<file path="src/rtl/addr_latch_decoder_pkg.sv">
package addr_latch_decoder_pkg;

   // State of the hold stage as seen at the last clock edge
   typedef enum logic {
      HOLD_PASS = 1'b0,
      HOLD_KEEP = 1'b1
   } hold_state_e;

   // Upper bound on total address width accepted by the library
   localparam int unsigned MAX_ADDR_W = 8;

endpackage

</file>
<file path="src/rtl/addr_hold.sv">
// Hold stage: a clocked register plus a transparent bypass.
module addr_hold
   import addr_latch_decoder_pkg::*;
#(
   parameter int unsigned AW = 3
) (
   input  logic          clk,
   input  logic          rst_n,
   input  logic          hold_en,
   input  logic [AW-1:0] addr_in,
   output logic [AW-1:0] addr_eff
);

   generate
      if (AW < 1) begin : g_bad_aw
         $error("addr_hold: AW must be at least 1");
      end
   endgenerate

   hold_state_e    state_q;
   logic [AW-1:0]  stored_q;
   logic           capture;

   // Capture happens on the edge that first sees hold_en high
   assign capture = hold_en && (state_q == HOLD_PASS);

   always_ff @(posedge clk or negedge rst_n) begin
      if (!rst_n) begin
         state_q  <= HOLD_PASS;
         stored_q <= '0;
      end else begin
         state_q <= hold_en ? HOLD_KEEP : HOLD_PASS;
         if (capture) begin
            stored_q <= addr_in;
         end
      end
   end

   // Stored value is used only once a capture has completed
   assign addr_eff = (hold_en && (state_q == HOLD_KEEP)) ? stored_q : addr_in;

endmodule

</file>
<file path="src/rtl/onehot_gate.sv">
// Binary to one-hot decode with a dual-polarity enable.
module onehot_gate #(
   parameter int unsigned AW = 3,
   localparam int unsigned NL = 1 << AW
) (
   input  logic [AW-1:0] addr,
   input  logic          en,
   input  logic          en_n,
   output logic [NL-1:0] lines
);

   logic active;
   assign active = en && !en_n;

   generate
      for (genvar i = 0; i < NL; i++) begin : g_line
         assign lines[i] = active && (addr == AW'(i));
      end
   endgenerate

endmodule

</file>
<file path="src/rtl/dec_unit.sv">
// One latched decoder unit: hold stage followed by the gated decode.
module dec_unit #(
   parameter int unsigned AW = 3,
   localparam int unsigned NL = 1 << AW
) (
   input  logic          clk,
   input  logic          rst_n,
   input  logic          hold_en,
   input  logic [AW-1:0] addr,
   input  logic          en,
   input  logic          en_n,
   output logic [NL-1:0] lines
);

   logic [AW-1:0] addr_eff;

   addr_hold #(.AW(AW)) u_hold (
      .clk      (clk),
      .rst_n    (rst_n),
      .hold_en  (hold_en),
      .addr_in  (addr),
      .addr_eff (addr_eff)
   );

   onehot_gate #(.AW(AW)) u_gate (
      .addr  (addr_eff),
      .en    (en),
      .en_n  (en_n),
      .lines (lines)
   );

endmodule

</file>
<file path="src/rtl/addr_latch_decoder.sv">
// Top level: a single unit, or a front unit driving a row of back units.
module addr_latch_decoder
   import addr_latch_decoder_pkg::*;
#(
   parameter int unsigned UNIT_W = 3,
   parameter int unsigned HI_W   = 3,
   localparam int unsigned ADDR_W = UNIT_W + HI_W,
   localparam int unsigned OUT_W  = 1 << ADDR_W
) (
   input  logic              clk,
   input  logic              rst_n,
   input  logic              hold_en,
   input  logic [ADDR_W-1:0] addr,
   input  logic              out_en,
   input  logic              out_en_n,
   output logic [OUT_W-1:0]  line
);

   localparam int unsigned UNIT_LINES = 1 << UNIT_W;

   generate
      if (UNIT_W < 1) begin : g_bad_unit
         $error("addr_latch_decoder: UNIT_W must be at least 1");
      end
      if (ADDR_W > MAX_ADDR_W) begin : g_bad_total
         $error("addr_latch_decoder: UNIT_W + HI_W exceeds MAX_ADDR_W");
      end

      if (HI_W == 0) begin : g_single
         dec_unit #(.AW(UNIT_W)) u_unit (
            .clk     (clk),
            .rst_n   (rst_n),
            .hold_en (hold_en),
            .addr    (addr),
            .en      (out_en),
            .en_n    (out_en_n),
            .lines   (line)
         );
      end else begin : g_cascade
         localparam int unsigned NUM_UNITS = 1 << HI_W;
         logic [NUM_UNITS-1:0] unit_sel;

         // Front unit decodes the upper bits into per-unit enables
         dec_unit #(.AW(HI_W)) u_front (
            .clk     (clk),
            .rst_n   (rst_n),
            .hold_en (hold_en),
            .addr    (addr[ADDR_W-1:UNIT_W]),
            .en      (out_en),
            .en_n    (out_en_n),
            .lines   (unit_sel)
         );

         for (genvar u = 0; u < NUM_UNITS; u++) begin : g_back
            dec_unit #(.AW(UNIT_W)) u_back (
               .clk     (clk),
               .rst_n   (rst_n),
               .hold_en (hold_en),
               .addr    (addr[UNIT_W-1:0]),
               .en      (unit_sel[u]),
               .en_n    (out_en_n),
               .lines   (line[u*UNIT_LINES +: UNIT_LINES])
            );
         end
      end
   endgenerate

endmodule

</file>
<file path="config.mk">
export PLATFORM = sky130hd
export DESIGN_NAME = addr_latch_decoder
export DESIGN_NICKNAME = d
export VERILOG_FILES = /design/src/rtl/addr_latch_decoder_pkg.sv /design/src/rtl/addr_hold.sv /design/src/rtl/onehot_gate.sv /design/src/rtl/dec_unit.sv /design/src/rtl/addr_latch_decoder.sv
export SDC_FILE = /design/constraint.sdc
export NUM_CORES = 1
export LEC_CHECK = 0
export BUFFER_PORTS_ARGS = -buffer_cell sky130_fd_sc_hd__buf_2
export CAP_MARGIN = 20
export CORE_AREA = 2 2 71 73
export DETAILED_ROUTE_END_ITERATION = 8
export DIE_AREA = 0 0 73 75
export GPL_ROUTABILITY_DRIVEN = 0
export PLACE_DENSITY = 0.51
export RECOVER_POWER = 50
export SLEW_MARGIN = 40
export SYNTH_ARGS = -nofsm -noshare
export SYNTH_HDL_FRONTEND = slang
export SYNTH_SLANG_ARGS = --single-unit
export TNS_END_PERCENT = 1
</file>
<file path="constraint.sdc">
create_clock -name clk -period 2.8 [get_ports clk]
set_input_delay 0.56 -clock clk [delete_from_list [all_inputs] [get_ports clk]]
set_output_delay 0.56 -clock clk [all_outputs]
set_load 0.01 [all_outputs]
</file>
# Word level (Yosys, flattened, before mapping)
# Cells that the tools add are included.
# Widths: inputs -> output; s select.
# op_classes
eq_ne,14
mux,3
bitwise,1
reduce_logical,86
# op_table
op,n
$logic_and 1x1->1,83
$eq 3x3->1 const B,8
$eq 3x2->1 const B,4
$eq 3x1->1 const B,2
$logic_not 3->1,2
$mux 3,2
$logic_not 1->1,1
$mux 1,1
$not 1->1,1
# word_totals
regBits,7
input_bits,11
output_inout_bits,64
elab_cells,107

# Logic depth before layout (Yosys ltp)
# Gate-level depths: netlist of the first run.
# depth
depth_word,6
mapped_depth,6
ltp_nobuf,3

# By module
# A second synthesis of the first run with hierarchy kept.
# hier_totals
hier_cells,225
hier_area_um2,2342.2
# by_module_without_submodules
mod,n_inst,cells_per_inst,area_each_um2,seq_area_each_um2
addr_hold,9,12,187.7,100.1
onehot_gate,9,13,72.6,0.0

# Worst setup path after synthesis of the first run
# OpenSTA, ideal clock, no wires.
# synth_timing
kind,input to output
from,in hold_en
to,out line[17]
t_arrival_ns,1.653
t_required_ns,2.240
setup_slack_ns,0.587
cell_stages,6
path_buffers,3
cell_sequence,buf_6 > buf_6 > a21bo_4 > nand3_4 > buf_6 > nor4_1
# synth_between
elab_chain_cells,6
word_cells_on_any_way,8
classes_between,eq/ne (2); mux (2); reduce/logical (4)
# synth_lines
element,line_no,source
start: declaration,addr_latch_decoder.sv:12,"input logic hold_en,"
$logic_and 1x1->1 (*),--,
$mux 3,addr_hold.sv:40,assign addr_eff = (hold_en && (state_q == HOLD_KEEP)) ? stored_q : addr_in;
$eq 3x2->1,onehot_gate.sv:17,assign lines[i] = active && (addr == AW'(i));
$logic_and 1x1->1,onehot_gate.sv:17,
$logic_and 1x1->1,onehot_gate.sv:13,assign active = en && !en_n;
$logic_and 1x1->1 (*),onehot_gate.sv:17,
end: declaration,addr_latch_decoder.sv:16,output logic [OUT_W-1:0] line
# Mark *: on every way between the ends. The rest lies on a longest branch, timed or not.

# Final worst setup path of the first run
# layout_timing
from,in hold_en
to,out line[34]
# layout_between
elab_chain_cells,6
word_cells_on_any_way,8
classes_between,eq/ne (2); mux (2); reduce/logical (4)
# layout_lines
element,line_no
$logic_and 1x1->1 (*),--
$mux 3,addr_hold.sv:40
$eq 3x3->1,onehot_gate.sv:17
$logic_and 1x1->1,onehot_gate.sv:17
$logic_and 1x1->1,onehot_gate.sv:13
$logic_and 1x1->1 (*),onehot_gate.sv:17
# Marked as above.

==> summary.md, run 1 <==
| Metric | Value |
|---|---|
| Slew HR | 0.5987 |
| Tmin final | 2560 ps |
| Pwr/cell area | 284.0 nW/um2 |
| Die X | 73 um |
| IO buf count | 74 |
| Detailed Route Iter0 Violations | 58 |
| Internal | 267.1 uW |
| I/O pin total | 75 |
| Share of layout cells above drive strength 1 | 0.4537 |
| Ys Warns | 0 |
| Worst vdd ir | about 260 uV |
| Switch Pwr | 180.3 uW |
| Clock network latency to the later pin of the worst-skew pair | 230 ps |
| Yosys top cell area share | 0.1440 |
| Startpoint types | input port |
| Largest family of logic cells by synthesized area | simple AND/OR/NAND/NOR gates |
| Status | finished, final reports clean |
| Asr flop ratio synth | 1.000 |
| Max-Cap Viols | 0 |
| Flop-to-flop setup slack | 1440 ps |
| Cell variety after synth | 36 |
| Routed len/inst | 15.08 um |
| CP endpoint kind | primary output |
| Post-synthesis compound-gate area fraction | 0.1780 |
| Cell area after synthesis | around 1200 um2 |
| Placed wire-length estimate | 2960 um |
| Detailed Route WL | 3907 um |
| Main flop type after synthesis | dfrtp_1 |
| Area Overhead vs Synth | 29.53% |
| Xor/xnor cell area share of the yosys netlist | 0 |
| Post-Route Skew | 3.436 ps |
| Sw Ratio | 0.4030 |
| DRC | 0 |
| Post-CTS setup buffer count | 0 |
| CTS tree | built |
| CTS H-tree lvls | 1 |
| Worst Max-Slew Pin Slew | 601.9 ps |
| Worst Path Arrival | approximately 2000 ps |
| #FFs+latches synth | 7 |
| Clock Sinks | 7 |
| Post-synth top area cell | dfrtp_1 |
| Fin Setup TNS | 0 ps |
| Die Height | 75 um |
| Final Setup Violations | 0 |
| Required time of the critical path | around 2200 ps |
| Worst slack, placed | roughly 110 ps |
| Layout Nets | 217 |
| Number of global-route vias before repair | 1118 |
| Max Fclk | a little under 400 MHz |
| Worst-path clk slew | roughly 40 ps |
| Final worst slack | 240.3 ps |
| Clock Power Share | 0.314 |
| Post-synth EDFFs | 0 |
| Top-count cell post-synth | nor3_1 |
| GRT Util Overall | 0.1388 |
| Initial Util | 0.2609 |
| CTS buffer count | 3 |
| DRT antenna net count | 0 |
| Num rows | 25 |
| Combinational cell fraction of total power | 0.396 |
| Largest cells by area after synthesis | dfrtp_1 (14%), nor4_1 (14%), nor3_1 (12%) |
| Worst hold path class | in -> async |
| Crit path max fanout | 19 |
| Multi-input gate area | 877.1 um2 |
| Vias per cell | between 5 and 6 |
| Max-slew violations | 0 |
| Mux share of post-synthesis cell area | 0.03909 |
| Synthesized area per cell | roughly 8.7 um2 |
| Static Leakage | between 0.0006 and 0.0007 uW |
| Largest net degree at the start of global routing | 27 |
| Period Utilization, post-route | 0.9142 |
| Post-Syn Nets | 150 |
| Adder-cell share of the synthesized area | 0 |
| Drt pass-1 iters | 4 |
| Die area | 5475 um2 |
| Simple-gate share of the synthesized area | 0.4990 |
| Power share of the sequential group | 0.290 |
| Final hold vios | 0 |
| Fill count | 506 |
| First-pass GRT wire length | 5878 um |
| Synth top cells by count | nor3_1 (28), nor4_1 (27), nor4_2 (9), buf_6 (8) |
| Vias | 1363 |
| Setup CP Type | in -> out |
| Total gr overflow | 0 |
| Antenna violations before repair | 0 |
| Register area | 176.4 um2 |
| RSZ-0062 raised after global routing | false |
| Seq/Total Area, Yosys | 0.1440 |
| ANT cells | 0 |
| Cells after synthesis | 139 |
| CTS root buf | clkbuf_8 |
| Clk buf depth | 2 |
| Total core area | 4661 um2 |
==> power by group through the flow <==
stage / logic, uW / registers, uW / clock network [uW]
floorplan: 146 / 124 / 0
global placement: 174 / 131 / 0
detailed placement: 177 / 131 / 0
CTS: 178 / 130 / 146
global route: 194 / 133 / 155
finish: 177 / 130 / 140
==> final cells by class <==
type,count,share of cell area
clock buffer,4,0.02859
inverter,4,0.009531
multi-input combinational,110,0.5568
sequential,7,0.1120
tap,54,0.04289
timing repair buffer,80,0.2502
==> cell families after synthesis <==
logic type / count (synthesis)
muxes: 4
and+or+nand+nor: 85
AOI/OAI and AO/OA: 21
DFF: 7
buffers and inverters: 22
==> path summary, 6_finish.rpt <==
path,startpoint,to,cells past startpoint
max,hold_en,line[34],5
max reg2reg,g_cascade.g_back[6].u_back.u_hold.state_q,g_cascade.u_front.u_hold.stored_q[2],2
min reg2reg,g_cascade.g_back[4].u_back.u_hold.stored_q[1],g_cascade.g_back[4].u_back.u_hold.stored_q[1],2
min,rst_n,g_cascade.g_back[4].u_back.u_hold.stored_q[2],1
min in group clk,g_cascade.g_back[4].u_back.u_hold.stored_q[1],g_cascade.g_back[4].u_back.u_hold.stored_q[1],2
max in group asynchronous,rst_n,g_cascade.g_back[6].u_back.u_hold.state_q,1
==> layout by cell type, fill, tap and decap left out, types with 2 or more instances in the layout <==
cell type and instances:
buf_4 6, inv_1 4, nand3_2 2, nand2_1 5, mux2_2 2, nor4_1 29, a31oi_4 2, and4b_1 4
nor3_1 28, clkbuf_8 3, a31oi_2 4, o21ai_0 4, dfrtp_1 6, nor4_2 7, and4_1 2, buf_2 57
clkbuf_1 18
==> flip-flops by register name, indices dropped and copies added, names as in the netlist <==
name                                     flops
g_cascade.u_front.u_hold.stored_q            3
g_cascade.g_back.u_back.u_hold.stored_q      3
g_cascade.g_back.u_back.u_hold.state_q       1
==> critical path, stage by stage <==
cell and delay (ps):
buf_2 350, a21boi_0 270, o221ai_1 550, nor3_1 100, buf_2 160
==> metrics by stage <==
stage          hold slack (ps)  power (uW)  utilization  cell area (um2)  std cells
2_1_floorplan            264.4       269.8            -             1216        139
3_3_place_gp             400.4       305.5       0.3313             1544        255
3_5_place_dp             398.7       308.7       0.3329             1551        255
4_1_cts                  153.1       453.3       0.3426             1597        259
5_1_grt                  245.8       482.5       0.3380             1575        259
6_report                 216.6       447.4       0.3380             1575        259
==> metal layers <==
metal	global-route usage	routed length, um
met5	0	0
met4	0.04938	51
met3	0.01071	169
met2	0.2192	1730
met1	0.1985	1957
==> what timing repair did <==
item / in CTS / in global routing
setup endpoints to repair: 0 / 1
hold buffers: 0 / 0
gates resized for setup: 0 / 1
No activity file was read; power rests on OpenSTA's default activity.
==> run 2: changes to the inputs <==
--- a/config.mk
+++ b/config.mk
@@ -7,11 +7,12 @@
 export LEC_CHECK = 0
 export BUFFER_PORTS_ARGS = -buffer_cell sky130_fd_sc_hd__buf_2
 export CAP_MARGIN = 20
-export CORE_AREA = 2 2 71 73
+export CORE_AREA = 2 2 55 57
+export CTS_CLUSTER_DIAMETER = 120
 export DETAILED_ROUTE_END_ITERATION = 8
-export DIE_AREA = 0 0 73 75
+export DIE_AREA = 0 0 57 59
 export GPL_ROUTABILITY_DRIVEN = 0
-export PLACE_DENSITY = 0.51
+export PLACE_DENSITY = 0.8
 export RECOVER_POWER = 50
 export SLEW_MARGIN = 40
 export SYNTH_ARGS = -nofsm -noshare
==> run 2 against run 1 <==
  * Core utilization up 22 points
  * Fmax rose by 0.52%
  * Sequential share of layout area rose by 0.44 points
  * Die area shrank 39%
  * Cell count decreased by 8.5%
==> summary.md, run 2 (same netlist as run 1, synthesis figures left out) <==
| Metric | Value |
|---|---|
| Initial Util | 0.4488 (was 0.2609) |
| DRC | 0 (unchanged) |
| Crit path max fanout | 26 (was 19) |
| Final Setup Violations | 0 (unchanged) |
| Post-Route Skew | 1.741 ps (was 3.436 ps) |
| Cells after DPL | 233 (was 255) |
| Largest regs | g_cascade.g_back.u_back.u_hold.stored_q x3, g_cascade.u_front.u_hold.stored_q x3, g_cascade.g_back.u_back.u_hold.state_q x1 (unchanged) |
| Static Leakage | 0.0006359 uW (was 0.0006441 uW) |
| Flop-to-flop setup slack | 1350 ps (was 1440 ps) |
| R2R depth | 2 (unchanged) |
| Share of layout cells above drive strength 1 | 0.4369 (was 0.4537) |
| Die area | 3363 um2 (was 5475 um2) |
| FF-to-FF End | g_cascade.g_back[4].u_back.u_hold.stored_q[0] (was g_cascade.u_front.u_hold.stored_q[2]) |
| Post-route cell area | 1515 um2 (was 1575 um2) |
| Vias | 1376 (was 1363) |
| Worst vdd ir | 306.7 uV (was 262.4 uV) |
| CTS H-tree lvls | 1 (unchanged) |
| Die X | 57 um (was 73 um) |
| CP endpoint kind | primary output (unchanged) |
| ANT cells | 0 (unchanged) |
| Period Utilization, post-route | 0.9094 (was 0.9142) |
| Total gr overflow | 0 (unchanged) |
| Die Height | 59 um (was 75 um) |
| Post-CTS setup buffer count | 0 (unchanged) |
| Num rows | 19 (was 25) |
| RSZ-0062 raised after global routing | false (unchanged) |
| DRT antenna net count | 0 (unchanged) |
| Detailed Route WL | 3473 um (was 3907 um) |
| Largest net degree at the start of global routing | 27 (unchanged) |
| Clock Sinks | 7 (unchanged) |
| IO buf count | 74 (unchanged) |
| Clk buf depth | 2 (unchanged) |
| Max-slew violations | 0 (unchanged) |
| Number of global-route vias before repair | 1141 (was 1118) |
| Total core area | 2710 um2 (was 4661 um2) |
| Worst Path Arrival | 1990 ps (was 2000 ps) |
| Fin Setup TNS | 0 ps (unchanged) |
| Worst-path clk slew | 50 ps (was 40 ps) |
| Area Overhead vs Synth | 24.59% (was 29.53%) |
| Dpl cell area | 1530 um2 (was 1551 um2) |
| WHS | 205.9 ps (was 216.6 ps) |
| CTS buffer count | 3 (unchanged) |
| Worst Max-Slew Pin Slew | 584.6 ps (was 601.9 ps) |
| Reg-to-Reg Start | g_cascade.g_back[6].u_back.u_hold.state_q (unchanged) |
| Status | finished, final reports clean (unchanged) |
| Fin cells | 237 (was 259) |
| Commonest non-fill, non-tap cell in the layout | buf_2 (unchanged) |
| First-pass GRT wire length | 5809 um (was 5878 um) |
| Placed wire-length estimate | 2665 um (was 2960 um) |
| Drt pass-1 iters | 4 (unchanged) |
| Worst hold path class | in -> async (unchanged) |
| Startpoint types | input port (unchanged) |
| CTS hold repair buffers | 0 (unchanged) |
| Detailed Route Iter0 Violations | 102 (was 58) |
| Final hold vios | 0 (unchanged) |
| Antenna violations before repair | 0 (unchanged) |
| Routed len/inst | 14.65 um (was 15.08 um) |
| Tmin final | 2546 ps (was 2560 ps) |
| I/O pin total | 75 (unchanged) |
| Worst slack, placed | 133.6 ps (was 111.0 ps) |
| CTS tree | built (unchanged) |
| Layout Nets | 218 (was 217) |
| Slew HR | 0.6088 (was 0.5987) |
| Clock network latency to the later pin of the worst-skew pair | 240 ps (was 230 ps) |
| Required time of the critical path | 2240 ps (about the same) |
| Final worst slack | 253.6 ps (was 240.3 ps) |
| Vias per cell | 5.806 (was 5.263) |
| CTS root buf | clkbuf_4 (was clkbuf_8) |
| Max-Cap Viols | 0 (unchanged) |
| GRT Util Overall | 0.2108 (was 0.1388) |
| Setup CP Type | in -> out (unchanged) |
| Pwr/cell area | 256.6 nW/um2 (was 284.0 nW/um2) |
| Max Fclk | 392.7 MHz (was 390.7 MHz) |
| Most frequent cells in the layout | buf_2 (56), nor4_1 (31), nor3_1 (28) (was buf_2 (57), nor4_1 (29), nor3_1 (28)) |
-- run 2: metrics by stage --
step / util / total power [uW]
2_1_floorplan: - / 269.8
3_3_place_gp: 0.5619 / 299.9
3_5_place_dp: 0.5646 / 306.2
4_1_cts: 0.5776 / 396.4
5_1_grt: 0.5591 / 423.1
6_report: 0.5591 / 388.8
-- run 2: worst max path at each step --
stage | end | slack (ps) | depth (start not counted) | start
floorplan | line[17] | 590 | 6 | hold_en
global placement | line[36] | 140 | 5 | hold_en
detailed placement | line[54] | 130 | 5 | hold_en
CTS | line[17] | 90 | 4 | g_cascade.g_back[6].u_back.u_hold.state_q
global route | line[31] | 100 | 5 | hold_en
finish | line[23] | 250 | 5 | hold_en
-- run 2: metal layers --
metal	global-route usage	share of wire
met1	0.3032	0.47
met2	0.3333	0.45
met3	0.03275	0.075
met4	0.04983	0.0035
met5	0	0
-- run 2: cell type report --
type,count,area (um2)
inverter,4,15.01
clock buffer,4,26.28
fill,279,1195
tap,31,38.79
multi-input combinational,110,858.3
timing repair buffer,81,400.4
sequential,7,176.4
-- run 2: repair_timing --
item / 4_1_cts / 5_1_grt
setup endpoints to repair: 5 / 45
resized for setup: 1 / 2
endpoints found under the hold margin: 0 / 0
-- run 2: critical path, cell delays in order --
cell,delay (ps)
buf_2,350
a21bo_1,230
nand3_4,270
nor4_1,380
buf_2,190
-- run 2: report_power, final --
group / switching, uW / total (uW) / leakage (uW) / internal [uW]
logic: 117 / 173 / 0.000537 / 56.1
clock network: 30.3 / 84.2 / 0.0000150 / 53.9
registers: 17.9 / 132 / 0.0000836 / 114
==> run 3: changes to the inputs <==
--- a/config.mk
+++ b/config.mk
@@ -8,6 +8,7 @@
 export BUFFER_PORTS_ARGS = -buffer_cell sky130_fd_sc_hd__buf_2
 export CAP_MARGIN = 20
 export CORE_AREA = 2 2 55 57
+export CTS_BUF_LIST = sky130_fd_sc_hd__clkbuf_2 sky130_fd_sc_hd__clkbuf_4 sky130_fd_sc_hd__clkbuf_8
 export CTS_CLUSTER_DIAMETER = 120
 export DETAILED_ROUTE_END_ITERATION = 8
 export DIE_AREA = 0 0 57 59
==> run 3 against run 2 <==
  * Total power up 3.2%
  * Cell area up 0.25%
  * Setup slack better by 1.4 ps
  * Largest cell class unchanged
==> summary.md, run 3 (same netlist as run 1, synthesis figures left out) <==
| Metric | Value |
|---|---|
| Num rows | 19 (unchanged) |
| IO buf count | 74 (unchanged) |
| I/O pin total | 75 (unchanged) |
| Worst hold path class | in -> async (unchanged) |
| Clock Power Share | 0.241 (was 0.217) |
| Antenna violations before repair | 0 (unchanged) |
| Worst vdd ir | 306.2 uV (was 306.7 uV) |
| Status | finished, final reports clean (unchanged) |
| Worst slack, placed | 133.6 ps (unchanged) |
| Area Overhead vs Synth | 24.90% (was 24.59%) |
| Clock Sinks | 7 (unchanged) |
| Final hold vios | 0 (unchanged) |
| Layout Nets | 218 (unchanged) |
| Die X | 57 um (unchanged) |
| Fill count | 278 (was 279) |
| Power share of the sequential group | 0.328 (was 0.339) |
| Internal | 233.7 uW (was 223.9 uW) |
| Vias per cell | 5.785 (was 5.806) |
| CTS root buf | clkbuf_4 (unchanged) |
| Largest net degree at the start of global routing | 27 (unchanged) |
| DRC | 0 (unchanged) |
| Clock network latency to the later pin of the worst-skew pair | 240 ps (about the same) |
| Static Leakage | 0.0006393 uW (was 0.0006359 uW) |
| Max Fclk | 392.9 MHz (was 392.7 MHz) |
| Crit path max fanout | 26 (unchanged) |
| Combinational cell fraction of total power | 0.431 (was 0.445) |
| Max-slew violations | 0 (unchanged) |
| Vias | 1371 (was 1376) |
| Detailed Route Iter0 Violations | 97 (was 102) |
| Slew HR | 0.6082 (was 0.6088) |
| Die Height | 59 um (unchanged) |
| Total core area | 2710 um2 (unchanged) |
| Register area | 176.4 um2 (unchanged) |
| Routed len/inst | 14.73 um (was 14.65 um) |
| Die area | 3363 um2 (unchanged) |
| Placed wire-length estimate | 2665 um (unchanged) |
| Multi-input gate area | 858.3 um2 (unchanged) |
| Setup CP Type | in -> out (unchanged) |
| Period Utilization, post-route | 0.9089 (was 0.9094) |
| CP endpoint kind | primary output (unchanged) |
| Max-Cap Viols | 0 (unchanged) |
| Required time of the critical path | 2240 ps (about the same) |
| Most frequent cells in the layout | buf_2 (56), nor4_1 (31), nor3_1 (28) (unchanged) |
| Number of global-route vias before repair | 1143 (was 1141) |
| Initial Util | 0.4488 (unchanged) |
| First-pass GRT wire length | 5830 um (was 5809 um) |
| GRT Util Overall | 0.2126 (was 0.2108) |
| CTS tree | built (unchanged) |
| WHS | 200.6 ps (was 205.9 ps) |
| Largest regs | g_cascade.g_back.u_back.u_hold.stored_q x3, g_cascade.u_front.u_hold.stored_q x3, g_cascade.g_back.u_back.u_hold.state_q x1 (unchanged) |
| Startpoint types | input port (unchanged) |
| CTS hold repair buffers | 0 (unchanged) |
| Tmin final | 2545 ps (was 2546 ps) |
| Worst-path clk slew | 50 ps (about the same) |
| Total gr overflow | 0 (unchanged) |
| DRT antenna net count | 0 (unchanged) |
| Commonest non-fill, non-tap cell in the layout | buf_2 (unchanged) |
| ANT cells | 0 (unchanged) |
| CTS H-tree lvls | 1 (unchanged) |
| Final Setup Violations | 0 (unchanged) |
| Layout Utilization | 0.5605 (was 0.5591) |
| Drt pass-1 iters | 4 (unchanged) |
| RSZ-0062 raised after global routing | false (unchanged) |
| Fin Setup TNS | 0 ps (unchanged) |
| Clk buf depth | 2 (unchanged) |
| Worst Path Arrival | 1980 ps (was 1990 ps) |
| Worst Max-Slew Pin Slew | 585.5 ps (was 584.6 ps) |
| Post-Route Skew | 0.8938 ps (was 1.741 ps) |
| Final worst slack | 255.1 ps (was 253.6 ps) |
| Share of layout cells above drive strength 1 | 0.4417 (was 0.4369) |
| Pwr/cell area | 264.2 nW/um2 (was 256.6 nW/um2) |
| CTS buffer count | 3 (unchanged) |
| Sw Ratio | 0.4176 (was 0.4241) |
| Detailed Route WL | 3490 um (was 3473 um) |
| Switch Pwr | 167.6 uW (was 164.9 uW) |
[run 3: final timing paths]
check	slack (ps)	from	cells after the start	endpoint
min in group clk	540	g_cascade.u_front.u_hold.stored_q[0]	2	g_cascade.u_front.u_hold.stored_q[0]
worst min register to register	540	g_cascade.u_front.u_hold.stored_q[0]	2	g_cascade.u_front.u_hold.stored_q[0]
max in group asynchronous	2310	rst_n	1	g_cascade.g_back[6].u_back.u_hold.state_q
worst max-delay path	260	hold_en	5	line[23]
worst max register to register	1360	g_cascade.g_back[6].u_back.u_hold.state_q	2	g_cascade.g_back[4].u_back.u_hold.stored_q[0]
worst min-delay path	200	rst_n	1	g_cascade.g_back[4].u_back.u_hold.stored_q[2]
[run 3: area by class of cell]
class,instances,area share
Clock buffer,4,0.01977
Tap cell,31,0.02554
Inverter,4,0.009885
Sequential cell,7,0.1161
Timing Repair Buffer,81,0.2636
Multi-Input combinational cell,110,0.5651
[run 3: per-stage QoR]
stage,cell area (um2),total power (uW),instances
after floorplan,1216,269.8,139
after global placement,1523,299.9,233
after detailed placement,1530,306.2,233
after CTS,1569,409.2,237
after global routing,1519,436.0,237
final,1519,401.3,237
[run 3: power groups by stage]
| stage | clock network (uW) | registers, uW | logic, uW |
|---|---|---|---|
| floorplan | 0 | 124 | 146 |
| global placement | 0 | 131 | 169 |
| detailed placement | 0 | 132 | 174 |
| CTS | 103 | 131 | 176 |
| global route | 112 | 134 | 190 |
| finish | 96.7 | 132 | 173 |
[run 3: what timing repair did]
action,CTS,global route
gates cloned,0,0
pin swaps,0,0
buffers inserted,0,0
resized for setup,1,2
setup endpoints to repair,5,45
hold endpoints to repair,0,0
[run 3: critical path, cell delays in order]
cell and delay, ps:
buf_2 340, a21bo_1 230, nand3_4 270, nor4_1 380, buf_2 190
[run 3: layer usage]
layer  vias up  GRT usage  share of wire
li1        701          -              -
met1       613     0.3032           0.47
met2        55     0.3350           0.45
met3         2    0.03275          0.077
met4         0    0.05980         0.0034
met5         -          0              0
